File: config.mk
export PLATFORM = sky130hd
export DESIGN_NAME = lane_merge_fifo_wr
export DESIGN_NICKNAME = d
export VERILOG_FILES = /design/src/rtl/lmf_pkg.sv /design/src/rtl/lmf_stage.sv /design/src/rtl/lmf_fifo.sv /design/src/rtl/lane_merge_fifo_wr.sv
export SDC_FILE = /design/constraint.sdc
export NUM_CORES = 1
export LEC_CHECK = 0
export ABC_AREA = 1
export CAP_MARGIN = 10
export CORE_MARGIN = 4
export CORE_UTILIZATION = 57
export CTS_CLUSTER_DIAMETER = 60
export DETAILED_ROUTE_END_ITERATION = 10
export DONT_BUFFER_PORTS = 1
export GPL_ROUTABILITY_DRIVEN = 0
export PLACE_DENSITY = 0.81
export SLEW_MARGIN = 20
export SYNTH_ARGS = -nofsm -noshare
export SYNTH_HDL_FRONTEND = slang
export SYNTH_SLANG_ARGS = --single-unit
File: constraint.sdc
create_clock -name clk -period 2.5 [get_ports clk]
set_input_delay 0.125 -clock clk [delete_from_list [all_inputs] [get_ports clk]]
set_output_delay 0.125 -clock clk [all_outputs]
set_load 0.05 [all_outputs]
File: src/rtl/lmf_pkg.sv
package lmf_pkg;

   localparam int unsigned LMF_BYTE_W = 8;

   typedef enum logic [1:0] {
      LMF_ACT_IDLE = 2'b00,
      LMF_ACT_PUSH = 2'b01,
      LMF_ACT_POP  = 2'b10,
      LMF_ACT_BOTH = 2'b11
   } lmf_act_e;

   function automatic lmf_act_e lmf_action(input logic push, input logic pop);
      return lmf_act_e'({pop, push});
   endfunction

endpackage

File: src/rtl/lmf_stage.sv
module lmf_stage #(
   parameter int unsigned LANES  = 4,
   parameter int unsigned BYTE_W = lmf_pkg::LMF_BYTE_W
) (
   input  logic                      clk,
   input  logic                      rst_n,
   input  logic                      clear_i,
   input  logic [LANES-1:0]          lane_we_i,
   input  logic [LANES-1:0]          merge_be_i,
   input  logic [LANES*BYTE_W-1:0]   data_i,
   output logic [LANES*BYTE_W-1:0]   stage_o,
   output logic [LANES*BYTE_W-1:0]   merged_o
);

   localparam int unsigned WORD_W = LANES * BYTE_W;

   if (LANES < 1) begin : g_bad_lanes
      $error("lmf_stage: LANES must be at least 1");
   end

   logic [WORD_W-1:0] stage_q;

   for (genvar ln = 0; ln < LANES; ln++) begin : g_lane
      always_ff @(posedge clk) begin
         if (!rst_n || clear_i) begin
            stage_q[ln*BYTE_W +: BYTE_W] <= '0;
         end else if (lane_we_i[ln]) begin
            stage_q[ln*BYTE_W +: BYTE_W] <= data_i[ln*BYTE_W +: BYTE_W];
         end
      end

      assign merged_o[ln*BYTE_W +: BYTE_W] = merge_be_i[ln] ?
                                             data_i[ln*BYTE_W +: BYTE_W] :
                                             stage_q[ln*BYTE_W +: BYTE_W];
   end

   assign stage_o = stage_q;

   // a clear leaves every staged byte at zero
   assert_stage_cleared_R7 : assert property (@(posedge clk) disable iff (!rst_n)
      clear_i |=> (stage_q == '0));

   // lanes without a write enable hold their byte
   assert_lane_hold_R2 : assert property (@(posedge clk) disable iff (!rst_n)
      (!clear_i && !lane_we_i[0]) |=> $stable(stage_q[BYTE_W-1:0]));

endmodule

File: src/rtl/lmf_fifo.sv
module lmf_fifo #(
   parameter int unsigned WIDTH = 32,
   parameter int unsigned DEPTH = 8
) (
   input  logic             clk,
   input  logic             rst_n,
   input  logic             push_i,
   input  logic [WIDTH-1:0] push_data_i,
   input  logic             pop_i,
   output logic [WIDTH-1:0] head_o,
   output logic             full_o,
   output logic             empty_o
);
   import lmf_pkg::*;

   localparam int unsigned PTR_W = (DEPTH > 1) ? $clog2(DEPTH) : 1;
   localparam int unsigned CNT_W = $clog2(DEPTH + 1);
   localparam logic [CNT_W-1:0] CNT_MAX = CNT_W'(DEPTH);
   localparam logic [PTR_W-1:0] PTR_LAST = PTR_W'(DEPTH - 1);

   if (DEPTH < 2) begin : g_bad_depth
      $error("lmf_fifo: DEPTH must be at least 2");
   end
   if (WIDTH < 1) begin : g_bad_width
      $error("lmf_fifo: WIDTH must be at least 1");
   end

   logic [WIDTH-1:0] mem [DEPTH];
   logic [PTR_W-1:0] wr_ptr_q, rd_ptr_q;
   logic [CNT_W-1:0] cnt_q, cnt_d;
   logic             full_q, empty_q;
   logic             push_acc, pop_acc;
   lmf_act_e         act;

   assign push_acc = push_i && !full_q;
   assign pop_acc  = pop_i && !empty_q;
   assign act      = lmf_action(push_acc, pop_acc);

   function automatic logic [PTR_W-1:0] ptr_inc(input logic [PTR_W-1:0] p);
      return (p == PTR_LAST) ? '0 : p + 1'b1;
   endfunction

   always_comb begin
      unique case (act)
         LMF_ACT_PUSH: cnt_d = cnt_q + 1'b1;
         LMF_ACT_POP:  cnt_d = cnt_q - 1'b1;
         default:      cnt_d = cnt_q;
      endcase
   end

   always_ff @(posedge clk) begin
      if (push_acc) begin
         mem[wr_ptr_q] <= push_data_i;
      end
   end

   always_ff @(posedge clk) begin
      if (!rst_n) begin
         wr_ptr_q <= '0;
         rd_ptr_q <= '0;
         cnt_q    <= '0;
         full_q   <= 1'b0;
         empty_q  <= 1'b1;
      end else begin
         if (push_acc) wr_ptr_q <= ptr_inc(wr_ptr_q);
         if (pop_acc)  rd_ptr_q <= ptr_inc(rd_ptr_q);
         cnt_q   <= cnt_d;
         full_q  <= (cnt_d == CNT_MAX);
         empty_q <= (cnt_d == '0);
      end
   end

   assign head_o  = mem[rd_ptr_q];
   assign full_o  = full_q;
   assign empty_o = empty_q;

   // full only rises on the edge of a push
   assert_full_rise_R10 : assert property (@(posedge clk) disable iff (!rst_n)
      $rose(full_q) |-> $past(push_i));

   // empty only falls on the edge of a push
   assert_empty_fall_R10 : assert property (@(posedge clk) disable iff (!rst_n)
      $fell(empty_q) |-> $past(push_i));

   // the flags never claim full and empty together
   assert_flags_exclusive_R9 : assert property (@(posedge clk) disable iff (!rst_n)
      !(full_q && empty_q));

   // a pop with no push from a non-empty FIFO leaves room
   assert_pop_frees_R9 : assert property (@(posedge clk) disable iff (!rst_n)
      (pop_i && !push_i && !empty_q) |=> !full_q);

   // occupancy stays within the depth
   assert_no_overflow_R9 : assert property (@(posedge clk) disable iff (!rst_n)
      cnt_q <= CNT_MAX);

endmodule

File: src/rtl/lane_merge_fifo_wr.sv
module lane_merge_fifo_wr #(
   parameter int unsigned DATA_W     = 32,
   parameter int unsigned FIFO_DEPTH = 8
) (
   input  logic                                           clk,
   input  logic                                           rst_n,
   input  logic [$clog2(DATA_W/lmf_pkg::LMF_BYTE_W)-1:0]  adv_lane,
   input  logic                                           wr_en,
   input  logic [DATA_W/lmf_pkg::LMF_BYTE_W-1:0]          wr_be,
   input  logic [DATA_W-1:0]                              wr_data,
   output logic                                           wr_refused,
   input  logic                                           rd_en,
   output logic [DATA_W-1:0]                              rd_data,
   output logic                                           full,
   output logic                                           empty
);
   import lmf_pkg::*;

   localparam int unsigned LANES = DATA_W / LMF_BYTE_W;

   if ((DATA_W % LMF_BYTE_W) != 0) begin : g_bad_width
      $error("lane_merge_fifo_wr: DATA_W must be a whole number of bytes");
   end
   if (LANES < 2 || (LANES & (LANES - 1)) != 0) begin : g_bad_lanes
      $error("lane_merge_fifo_wr: lane count must be a power of two, at least 2");
   end

   logic              adv_hit;
   logic              commit_req;
   logic              commit_acc;
   logic [LANES-1:0]  stage_we;
   logic [DATA_W-1:0] stage_word;
   logic [DATA_W-1:0] merged_word;

   assign adv_hit    = wr_be[adv_lane];
   assign commit_req = wr_en && adv_hit;
   assign commit_acc = commit_req && !full;
   assign wr_refused = commit_req && full;
   assign stage_we   = (wr_en && !adv_hit) ? wr_be : '0;

   lmf_stage #(
      .LANES  (LANES),
      .BYTE_W (LMF_BYTE_W)
   ) stage_i (
      .clk        (clk),
      .rst_n      (rst_n),
      .clear_i    (commit_acc),
      .lane_we_i  (stage_we),
      .merge_be_i (wr_be),
      .data_i     (wr_data),
      .stage_o    (stage_word),
      .merged_o   (merged_word)
   );

   lmf_fifo #(
      .WIDTH (DATA_W),
      .DEPTH (FIFO_DEPTH)
   ) fifo_i (
      .clk         (clk),
      .rst_n       (rst_n),
      .push_i      (commit_req),
      .push_data_i (merged_word),
      .pop_i       (rd_en),
      .head_o      (rd_data),
      .full_o      (full),
      .empty_o     (empty)
   );

   // a refused write leaves the staging word untouched
   assert_refused_holds_stage_R8 : assert property (@(posedge clk) disable iff (!rst_n)
      wr_refused |=> $stable(stage_word));

   // a full-width write into a non-full FIFO leaves it non-empty
   assert_full_word_commits_R3 : assert property (@(posedge clk) disable iff (!rst_n)
      (wr_en && (&wr_be) && !full) |=> !empty);

   // a write without the advance lane pushes nothing
   assert_no_advance_R5 : assert property (@(posedge clk) disable iff (!rst_n)
      (wr_en && !wr_be[adv_lane] && !rd_en) |=> $stable(empty) && $stable(full));

   // nothing is refused unless the FIFO is full
   assert_refuse_needs_full_R1 : assert property (@(posedge clk) disable iff (!rst_n)
      wr_refused |-> full);

endmodule

==> summary.md, run 1 <==
| Metric | Value |
|---|---|
| Clk_skew | 0.01240 ns |
| Initial Util | 58.76% |
| Final Setup Violations | 0 |
| Maximum clock frequency | 417.2 MHz |
| Slew headroom | 31.70% |
| Gr usage total | 22.46% |
| Initial antenna violation count | 0 |
| Total number of vias | 8,231 |
| VDD IR-drop max | 851.7 uV |
| Share of flip-flops with an asynchronous set or reset | 0% |
| RR Endpoint | fifo_i.empty_o |
| Drt wl/cell | 19.25 um |
| Final nets | 1,170 |
| I/O pin total | 77 |
| Placed Area | 0.01276 mm2 |
| Clock Tree Buf Depth | 3 |
| Max FO, Critical Path | 55 |
| Setup TNS | 0 ns |
| Initial drt markers | 778 |
| Required time worst endpoint | 2.38 ns |
| Ys flop type | edfxtp_1 |
| Clk network pwr share | 33.7% |
| Die footprint | 0.02359 mm2 |
| Pin count of the biggest net entering global routing | 68 |
| Final Max Slew Viols | 0 |
| Fin. Hold Viols | 0 |
| Switching share of power | 30.91% |
| Sequential area share after synthesis | 71.42% |
| Final core occ | 69.21% |
| Mapped Area | 0.01208 mm2 |
| Worst Hold Class | input pin to register |
| H-tree depth | 1 |
| Share of cells above drive strength 1 | 12.57% |
| Type of the worst setup path | register to primary output |
| P_leak | 4.987 nW |
| Worst-margin pin slew | 1.014 ns |
| Die span in x | 153.6 um |
| Worst skew pair latency | 0.54 ns |
| Min Tclk post-route | 2.397 ns |
| FP Rows | 52 |
| Flop pwr share | 42.8% |
| Via/cell ratio | 5.813 |
| Synth warnings | 0 |
| CP Capture Type | primary output |
| DRT antenna net count | 0 |
| Syn Area/Cell | 11.57 um2 |
| Status | complete, no violations |
| Worst Path Arrival | 2.27 ns |
| Power per cell area | 951.6 mW/mm2 |
| CTS tree | built |
| R2r worst-path depth | 10 |
| DRC | 0 |
| Clock root buffer | clkbuf_16 |
| Sink Count | 303 |
| Fillers | 1,382 |
| R2R setup slack | 0.35 ns |
| CP Launch Type | register |
| Core ar. | 0.02056 mm2 |
| DP Wirelength | 15.55 mm |
| TritonRoute pass-1 iters | 5 |
| Die Height | 153.6 um |
| Clk slew on worst S/H paths | 0.06 ns |
| Post-synth EDFFs | 256 |
| N_diodes | 0 |
| Total power | 13.54 mW |
| Synth-to-layout area growth | 17.77% |
| Total grt overflow | 0 |
| MaxCap Viol Count | 0 |
| Post-synthesis cell type count | 30 |
| Combinational group share of total power | 23.4% |
| CP endpoint | rd_data[15] |
| First-pass GRT wire length | 42.69 mm |
| Vias in the first global route | 8,084 |
| Reg2reg start | fifo_i.full_o |
| Cell count after synthesis | 1,044 |
| Internal power | 9.354 mW |
| #FFs+latches synth | 303 |
| Number of port buffers | 0 |
| Routed WL | 27.27 mm |
| Period utilization | 95.87% |
| Switching pwr | 4.186 mW |
| Final instance area | 0.01423 mm2 |
| Post-Syn Nets | 1,092 |
| CTS buffer count | 30 |
[kinds of logic after synthesis]
group                      count (synthesis)  synth area share, %
buffers and inverters                    116                4.194
AOI/OAI and AO/OA                        299                13.10
xor gates and xnor gates                   3               0.2175
adders and majority gates                  6               0.6214
DFF                                      303                71.42
and+or+nand+nor                          317                10.45
[worst min path at each step]
stage | start | endpoint | slack (ns) | depth (start not counted)
6_report | wr_en | stage_i.stage_o[25] | 0.05 | 3
5_1_grt | wr_en | stage_i.stage_o[25] | 0.05 | 3
4_1_cts | wr_en | stage_i.stage_o[25] | 0.03 | 3
3_3_place_gp | rst_n | fifo_i.wr_ptr_q[1] | 0.28 | 2
2_1_floorplan | rst_n | fifo_i.wr_ptr_q[1] | 0.26 | 2
3_5_place_dp | rst_n | fifo_i.wr_ptr_q[1] | 0.27 | 2
[cell usage in the layout, fill, tap and decap left out, types with 5 or more instances in the layout]
cell	Yosys	routed
o22ai_1	32	32
nor2_2	3	7
o21ai_0	188	188
a31oi_1	33	33
ha_1	6	6
buf_4	6	61
buf_12	0	5
a21oi_1	35	35
clkinv_1	1	5
clkbuf_16	0	32
inv_1	49	49
o21ai_1	10	10
nand2_1	54	54
nor2_1	239	231
dlygate4sd3_1	0	39
clkinv_2	0	5
nand3_1	9	9
dfxtp_1	47	45
edfxtp_1	256	256
[state kept, by name (all words and copies together) (netlist names), named ones only]
signal           flops
fifo_i.cnt_q         4
fifo_i.mem         256
stage_i.stage_o     32
fifo_i.empty_o       1
fifo_i.full_o        1
fifo_i.wr_ptr_q      3
fifo_i.rd_ptr_q      3
[critical path, cell delays in order, from the launching register on]
cell and delay [ns]:
dfxtp_4 0.50, buf_12 0.28, o21ai_0 0.13, o22ai_1 0.19, nor2_1 0.07, a31oi_1 0.29, buf_4 0.27
[synth_stat cells, types with 10 or more instances]
master    instances  area share [%]
inv_1            49             1.5
a31oi_1          33             1.7
nor2_1          239             7.4
clkbuf_1         30            0.93
edfxtp_1        256              64
dfxtp_1          47             7.8
o22ai_1          32             1.7
nand2_1          54             1.7
a21oi_1          35             1.4
buf_2            21            0.87
o21ai_0         188             7.8
o21ai_1          10            0.41
[area by class of cell]
| type | count | area [um2] | share of cell area (%) |
|---|---|---|---|
| clock buffer | 35 | 800.8 | 5.628 |
| clock inverter | 21 | 229.0 | 1.609 |
| inverter | 53 | 206.4 | 1.451 |
| multi-input combinational | 625 | 2992 | 21.03 |
| sequential | 303 | 8636 | 60.69 |
| tap | 270 | 337.8 | 2.374 |
| timing repair buffer | 109 | 1027 | 7.220 |
[through the flow]
stage | setup WS [ns] | std cells | hold slack, ns
after CTS | 0.01840 | 1415 | 0.02859
after global routing | -0.003192 | 1416 | 0.05349
after global placement | 0.4882 | 1320 | 0.2762
final | 0.1033 | 1416 | 0.05078
after floorplan | -0.3199 | 1044 | 0.2634
after detailed placement | 0.4378 | 1320 | 0.2725
[timing repair]
item,in CTS,in global routing
cloned,0,1
resized for setup,1,6
hold buffers,39,0
setup endpoints to repair,28,26
setup buffers,0,1
endpoints found under the hold margin,71,0
[routing by layer]
metal	GRT usage (%)	part of all wire [%]	vias up
met5	0	0	-
met4	6.854	2.4	0
li1	-	-	3867
met3	3.260	7.5	45
met2	38.00	50	357
met1	30.51	40	3962
[power groups by stage]
stage | clock network (mW) | logic (mW) | registers (mW)
CTS | 4.60 | 3.11 | 5.81
global route | 4.84 | 3.42 | 5.81
finish | 4.57 | 3.17 | 5.80
detailed placement | 0 | 3.03 | 5.91
floorplan | 0 | 2.17 | 5.89
global placement | 0 | 2.97 | 5.90
No activity file was read; power rests on OpenSTA's default activity.
==> run 2, diff against run 1 <==
--- a/config.mk
+++ b/config.mk
@@ -8,12 +8,12 @@
 export ABC_AREA = 1
 export CAP_MARGIN = 10
 export CORE_MARGIN = 4
-export CORE_UTILIZATION = 57
+export CORE_UTILIZATION = 68
 export CTS_CLUSTER_DIAMETER = 60
 export DETAILED_ROUTE_END_ITERATION = 10
 export DONT_BUFFER_PORTS = 1
 export GPL_ROUTABILITY_DRIVEN = 0
-export PLACE_DENSITY = 0.81
+export PLACE_DENSITY = 0.9
 export SLEW_MARGIN = 20
 export SYNTH_ARGS = -nofsm -noshare
 export SYNTH_HDL_FRONTEND = slang
==> constraint.sdc (replaced) <==
create_clock -name clk -period 2.83 [get_ports clk]
set_input_delay 0.1415 -clock clk [delete_from_list [all_inputs] [get_ports clk]]
set_output_delay 0.1415 -clock clk [all_outputs]
set_load 0.05 [all_outputs]
==> run 2 against run 1 <==
Power is 14% lower. Global-route usage is 7.5 points higher. Clock skew is 0.0047 ns higher. Sequential power decreased by 12%. Clock power decreased by 19%. Setup slack better by 0.12 ns. Largest power group unchanged.
==> summary.md, run 2 (synthesis results as in run 1) <==
| Metric | Value |
|---|---|
| N_diodes | 0 |
| Placed Cells incl. Taps | 1,263 |
| MaxCap Viol Count | 0 |
| Clock Tree Buf Depth | 3 |
| CTS tree | built |
| FP Rows | 48 |
| Initial antenna violation count | 0 |
| VDD IR-drop max | 775.3 uV |
| DP Wirelength | 15.77 mm |
| CTS buffer count | 28 |
| Die Height | 141.3 um |
| Number of port buffers | 0 |
| DRT antenna net count | 0 |
| Fin. Hold Viols | 0 |
| Maximum clock frequency | 383.8 MHz |
| Most common cell after layout, fill and taps aside | edfxtp_1 |
| H-tree depth | 1 |
| Hold_sp | adv_lane[1] |
| Clk slew on worst S/H paths | 0.06 ns |
| WHS Endpoint | fifo_i.wr_ptr_q[2] |
| Min Tclk post-route | 2.606 ns |
| Core ar. | 0.01736 mm2 |
| Share of cells above drive strength 1 | 10.84% |
| Hold depth | 3 |
| Initial Util | 69.61% |
| Vias in the first global route | 8,667 |
| Fin cells | 1,350 |
| Worst Hold Class | input pin to register |
| P_leak | 4.835 nW |
| Max FO, Critical Path | 128 |
| CP Launch Type | register |
| RR Endpoint | fifo_i.empty_o |
| Routed WL | 29.65 mm |
| Die span in x | 141.3 um |
| Synth-to-layout area growth | 14.73% |
| Final Setup Violations | 0 |
| Period utilization | 92.07% |
| Status | complete, no violations |
| Post-CTS Resized | 0 |
| Sink Count | 303 |
| Gr usage total | 29.92% |
| Initial drt markers | 975 |
| R2r worst-path depth | 9 |
| Pin count of the biggest net entering global routing | 129 |
| Total number of vias | 8,634 |
| I/O pin total | 77 |
| Type of the worst setup path | register to primary output |
| Clock root buffer | clkbuf_16 |
| Slew headroom | 27.54% |
| Total grt overflow | 0 |
| Power per cell area | 836.3 mW/mm2 |
| Reg2reg start | fifo_i.empty_o |
| Clk_skew | 0.01711 ns |
| Worst-margin pin slew | 1.076 ns |
| TritonRoute pass-1 iters | 7 |
| Final nets | 1,152 |
| Worst Path Arrival | 2.46 ns |
| CP Capture Type | primary output |
| Required time worst endpoint | 2.69 ns |
| Drt wl/cell | 21.96 um |
| First-pass GRT wire length | 46.58 mm |
| Die footprint | 0.01996 mm2 |
| RSZ-0062 raised after global routing | no |
| Worst skew pair latency | 0.54 ns |
| R2R setup slack | 0.51 ns |
| DRC | 0 |
| Setup TNS | 0 ns |
| Max reg flops | 256 |
| Via/cell ratio | 6.396 |
| Total power | 11.59 mW |
| Final Max Slew Viols | 0 |
| Most frequent cells in the layout | edfxtp_1 (256), nor2_1 (231), o21ai_0 (187), nand2_1 (54), buf_4 (51) |
| Most flops, register | fifo_i.mem |
==> run 2: cell types whose count changed in the layout (fill, tap and decap cells not counted), moves of 3 or more <==
cell / previous run / this run
buf_4: 61 / 51
clkbuf_1: 3 / 9
dlygate4sd3_1: 39 / 36
clkbuf_16: 32 / 29
clkinvlp_4: 3 / 0
==> run 2: critical path, stage by stage, from the launching register on <==
cell     delay [ns]
dfxtp_4        0.36
inv_2          0.07
buf_12         0.39
o21ai_0        0.22
o22ai_1        0.24
nor2_1         0.06
a31oi_1        0.27
buf_4          0.26
==> run 2: final cells by class <==
cell class	instances	area, um2
clock buffer	41	800.8
tap	225	281.5
inverter	53	198.9
multi-input combinational	625	2982
fill	851	3496
sequential	303	8633
timing repair buffer	93	863.3
clock inverter	10	101.3
==> run 2: power by group <==
part | internal, mW | switching [mW] | total, mW
Clock | 2.14 | 1.57 | 3.70
Sequential | 5.03 | 0.104 | 5.13
Combinational | 0.761 | 1.99 | 2.76
Total | 7.93 | 3.66 | 11.6
==> run 2: worst max-delay path by stage <==
stage              startpoint          endpoint  slack (ns)  cells past startpoint
2_1_floorplan   fifo_i.full_o  fifo_i.mem[1][0]        0.01                      6
3_3_place_gp   fifo_i.empty_o    fifo_i.empty_o        0.68                      9
3_5_place_dp   fifo_i.empty_o    fifo_i.empty_o        0.56                      9
4_1_cts              register       rd_data[14]        0.25                      7
5_1_grt              register       rd_data[14]        0.12                      7
6_report             register       rd_data[14]        0.22                      7
==> run 2: layer usage <==
layer / vias up / GRT usage, % / routed length (um)
li1: 3840 / - / -
met3: 97 / 5.089 / 3086
met5: - / 0 / 0
met1: 4090 / 39.11 / 10430
met4: 0 / 9.638 / 906
met2: 607 / 51.74 / 15230
==> run 2: timing repair <==
item | 4_1_cts | 5_1_grt
hold endpoints to repair | 47 | 0
hold buffers | 36 | 0
setup buffers | 0 | 0
==> run 2: per-stage QoR <==
stage / hold slack (ns) / area [um2] / setup slack (ns) / utilization, %
3_5_place_dp: 0.2916 / 12600 / 0.5601 / 72.59
3_3_place_gp: 0.2858 / 12600 / 0.6832 / 72.59
4_1_cts: 0.03162 / 13860 / 0.2528 / 79.86
2_1_floorplan: 0.2799 / 12080 / 0.01009 / -
5_1_grt: 0.09778 / 13860 / 0.1162 / 79.86
6_report: 0.06544 / 13860 / 0.2245 / 79.86
==> run 3, diff against run 2 <==
--- a/config.mk
+++ b/config.mk
@@ -6,14 +6,13 @@
 export NUM_CORES = 1
 export LEC_CHECK = 0
 export ABC_AREA = 1
-export CAP_MARGIN = 10
+export BUFFER_PORTS_ARGS = -buffer_cell sky130_fd_sc_hd__buf_2
 export CORE_MARGIN = 4
-export CORE_UTILIZATION = 68
+export CORE_UTILIZATION = 65
 export CTS_CLUSTER_DIAMETER = 60
 export DETAILED_ROUTE_END_ITERATION = 10
-export DONT_BUFFER_PORTS = 1
 export GPL_ROUTABILITY_DRIVEN = 0
-export PLACE_DENSITY = 0.9
+export PLACE_DENSITY = 0.91
 export SLEW_MARGIN = 20
 export SYNTH_ARGS = -nofsm -noshare
 export SYNTH_HDL_FRONTEND = slang
==> run 3 against run 2 <==
Register-to-register slack better by 0.18 ns. Highest routed layer unchanged. Final cell count up 3.0%. Sequential power about the same. Cell area up 1.1%. Flip-flop and latch count unchanged. Clock skew up 0.00090 ns. Critical path depth down 1. Power up 0.18%. Critical endpoint is now rd_data[15]. Core utilization down 2.6 points. Combinational power down 3%. Critical path type unchanged.
==> summary.md, run 3 (synthesis results as in run 1) <==
| Metric | Value |
|---|---|
| P_leak | 4.958 nW |
| Initial drt markers | 1,072 |
| Clock root buffer | clkbuf_16 |
| Pin count of the biggest net entering global routing | 129 |
| FP Rows | 49 |
| Final Max Slew Viols | 0 |
| Slew headroom | 24.87% |
| Clk slew on worst S/H paths | 0.06 ns |
| Clk network pwr share | 32.9% |
| Maximum clock frequency | 373.1 MHz |
| N_diodes | 0 |
| Final nets | 1,186 |
| RSZ-0062 raised after global routing | no |
| Final instance area | 0.01402 mm2 |
| Total grt overflow | 0 |
| TritonRoute pass-1 iters | 6 |
| Crit path largest cell delay | 0.40 ns |
| Worst Hold Class | input pin to register |
| CP Capture Type | primary output |
| Required time worst endpoint | 2.69 ns |
| Total power | 11.61 mW |
| Period utilization | 94.71% |
| Number of port buffers | 76 |
| Most common cell after layout, fill and taps aside | edfxtp_1 |
| Buffers and inverters on the worst path | 2 |
| R2R setup slack | 0.69 ns |
| Switching pwr | 3.691 mW |
| Placed Cells incl. Taps | 1,303 |
| DRC | 0 |
| Routed WL | 28.35 mm |
| Synth-to-layout area growth | 16.01% |
| Fin cells | 1,390 |
| Type of the worst setup path | register to primary output |
| Fin. Hold Viols | 0 |
| Worst-margin pin slew | 1.115 ns |
| Max reg flops | 256 |
| Total number of vias | 8,551 |
| VDD IR-drop max | 628.1 uV |
| Clock Tree Buf Depth | 3 |
| RR Endpoint | fifo_i.empty_o |
| First-pass GRT wire length | 44.23 mm |
| Setup TNS | 0 ns |
| Placed Area | 0.01273 mm2 |
| Sink Count | 303 |
| Flop pwr share | 44.0% |
| DP Wirelength | 15.04 mm |
| R2r worst-path depth | 10 |
| Share of cells above drive strength 1 | 13.61% |
| Final Setup Violations | 0 |
| Crit path max-delay family | compound AO/OA/AOI/OAI gates |
| CP Launch Type | register |
| Slowest CP cell | dfxtp_4 |
| Hold depth | 5 |
| Hold WS | 0.06815 ns |
| Vias in the first global route | 8,570 |
| Internal power | 7.923 mW |
| Clk_skew | 0.01802 ns |
| Min Tclk post-route | 2.680 ns |
| Gr usage total | 27.55% |
| Fillers | 946 |
| Die span in x | 144.3 um |
| H-tree depth | 1 |
| Initial Util | 66.57% |
| Status | complete, no violations |
| CTS tree | built |
| Switching share of power | 31.78% |
| Die Height | 144.3 um |
| Reg2reg start | fifo_i.full_o |
| Worst skew pair latency | 0.55 ns |
| MaxCap Viol Count | 0 |
| Worst-path cell chain | buf_16 -> o21ai_0 -> o22ai_1 -> nor2_1 -> a31oi_1 -> buf_2 |
| Core ar. | 0.01815 mm2 |
| Combinational group share of total power | 23.1% |
| Final core occ | 77.23% |
| Die footprint | 0.02083 mm2 |
| Power per cell area | 828.6 mW/mm2 |
| Max FO, Critical Path | 125 |
| Hold_sp | rd_en |
| Dpl ws | 0.5012 ns |
| CTS buffer count | 29 |
| Worst Path Arrival | 2.54 ns |
| Most frequent cells in the layout | edfxtp_1 (256), nor2_1 (231), o21ai_0 (187), buf_2 (76), nand2_1 (54) |
| Initial antenna violation count | 0 |
| DRT antenna net count | 0 |
| Most flops, register | fifo_i.mem |
| Setup WS post-layout | 0.1496 ns |
| I/O pin total | 77 |
| Drt wl/cell | 20.39 um |
| Via/cell ratio | 6.152 |
## run 3: cell types whose count changed in the layout (fill, tap and decap cells not counted), moves of 2 or more
cell	delta
buf_4	-43
nor2_2	-6
dlygate4sd3_1	-3
buf_2	+76
nor2_4	+6
clkinv_1	+2
## run 3: area by class of cell
class	instances	area (um2)	area share (%)
Sequential cell	303	8633	61.60
Multi-Input combinational cell	625	3007	21.45
Timing Repair Buffer	126	949.7	6.776
Clock buffer	40	787.0	5.615
Tap cell	229	286.5	2.044
Inverter	53	198.9	1.419
Clock inverter	14	153.9	1.098
## run 3: worst min-delay path, delay by kind of cell
family / cells / cell delay [ns]
AND/OR/NAND/NOR: 2 / 0.19
buffers and inverters: 2 / 0.14
AO/OA/AOI/OAI: 1 / 0.08
## run 3: worst max path at each step
stage	cells after the start	endpoint	startpoint	slack (ns)
after global routing	6	rd_data[11]	register	0.02
after CTS	6	rd_data[11]	register	0.08
final	6	rd_data[15]	register	0.15
after global placement	12	fifo_i.empty_o	wr_be[0]	0.60
after detailed placement	12	fifo_i.empty_o	wr_be[3]	0.50
after floorplan	6	fifo_i.mem[1][0]	fifo_i.full_o	0.01
## run 3: per-layer routing
metal | wire length [um] | global-route usage [%] | share of wire (%) | vias up
li1 | - | - | - | 3888
met1 | 10270 | 33.96 | 36 | 4080
met2 | 14710 | 48.87 | 52 | 491
met3 | 2452 | 4.960 | 8.6 | 92
met4 | 912 | 10.21 | 3.2 | 0
met5 | 0 | 0 | 0 | -
## run 3: power by group through the flow
| stage | Sequential [mW] | Combinational, mW | Clock (mW) |
|---|---|---|---|
| 4_1_cts | 5.11 | 2.66 | 3.83 |
| 6_report | 5.11 | 2.69 | 3.82 |
| 2_1_floorplan | 5.20 | 1.91 | 0 |
| 5_1_grt | 5.12 | 2.89 | 4.05 |
| 3_5_place_dp | 5.19 | 2.58 | 0 |
| 3_3_place_gp | 5.18 | 2.50 | 0 |
## run 3: repair_timing
item / in CTS / in global routing
endpoints found under the setup margin: 0 / 3
gates resized for setup: 0 / 2
hold endpoints to repair: 42 / 0
buffers inserted: 0 / 0
hold buffers: 33 / 0
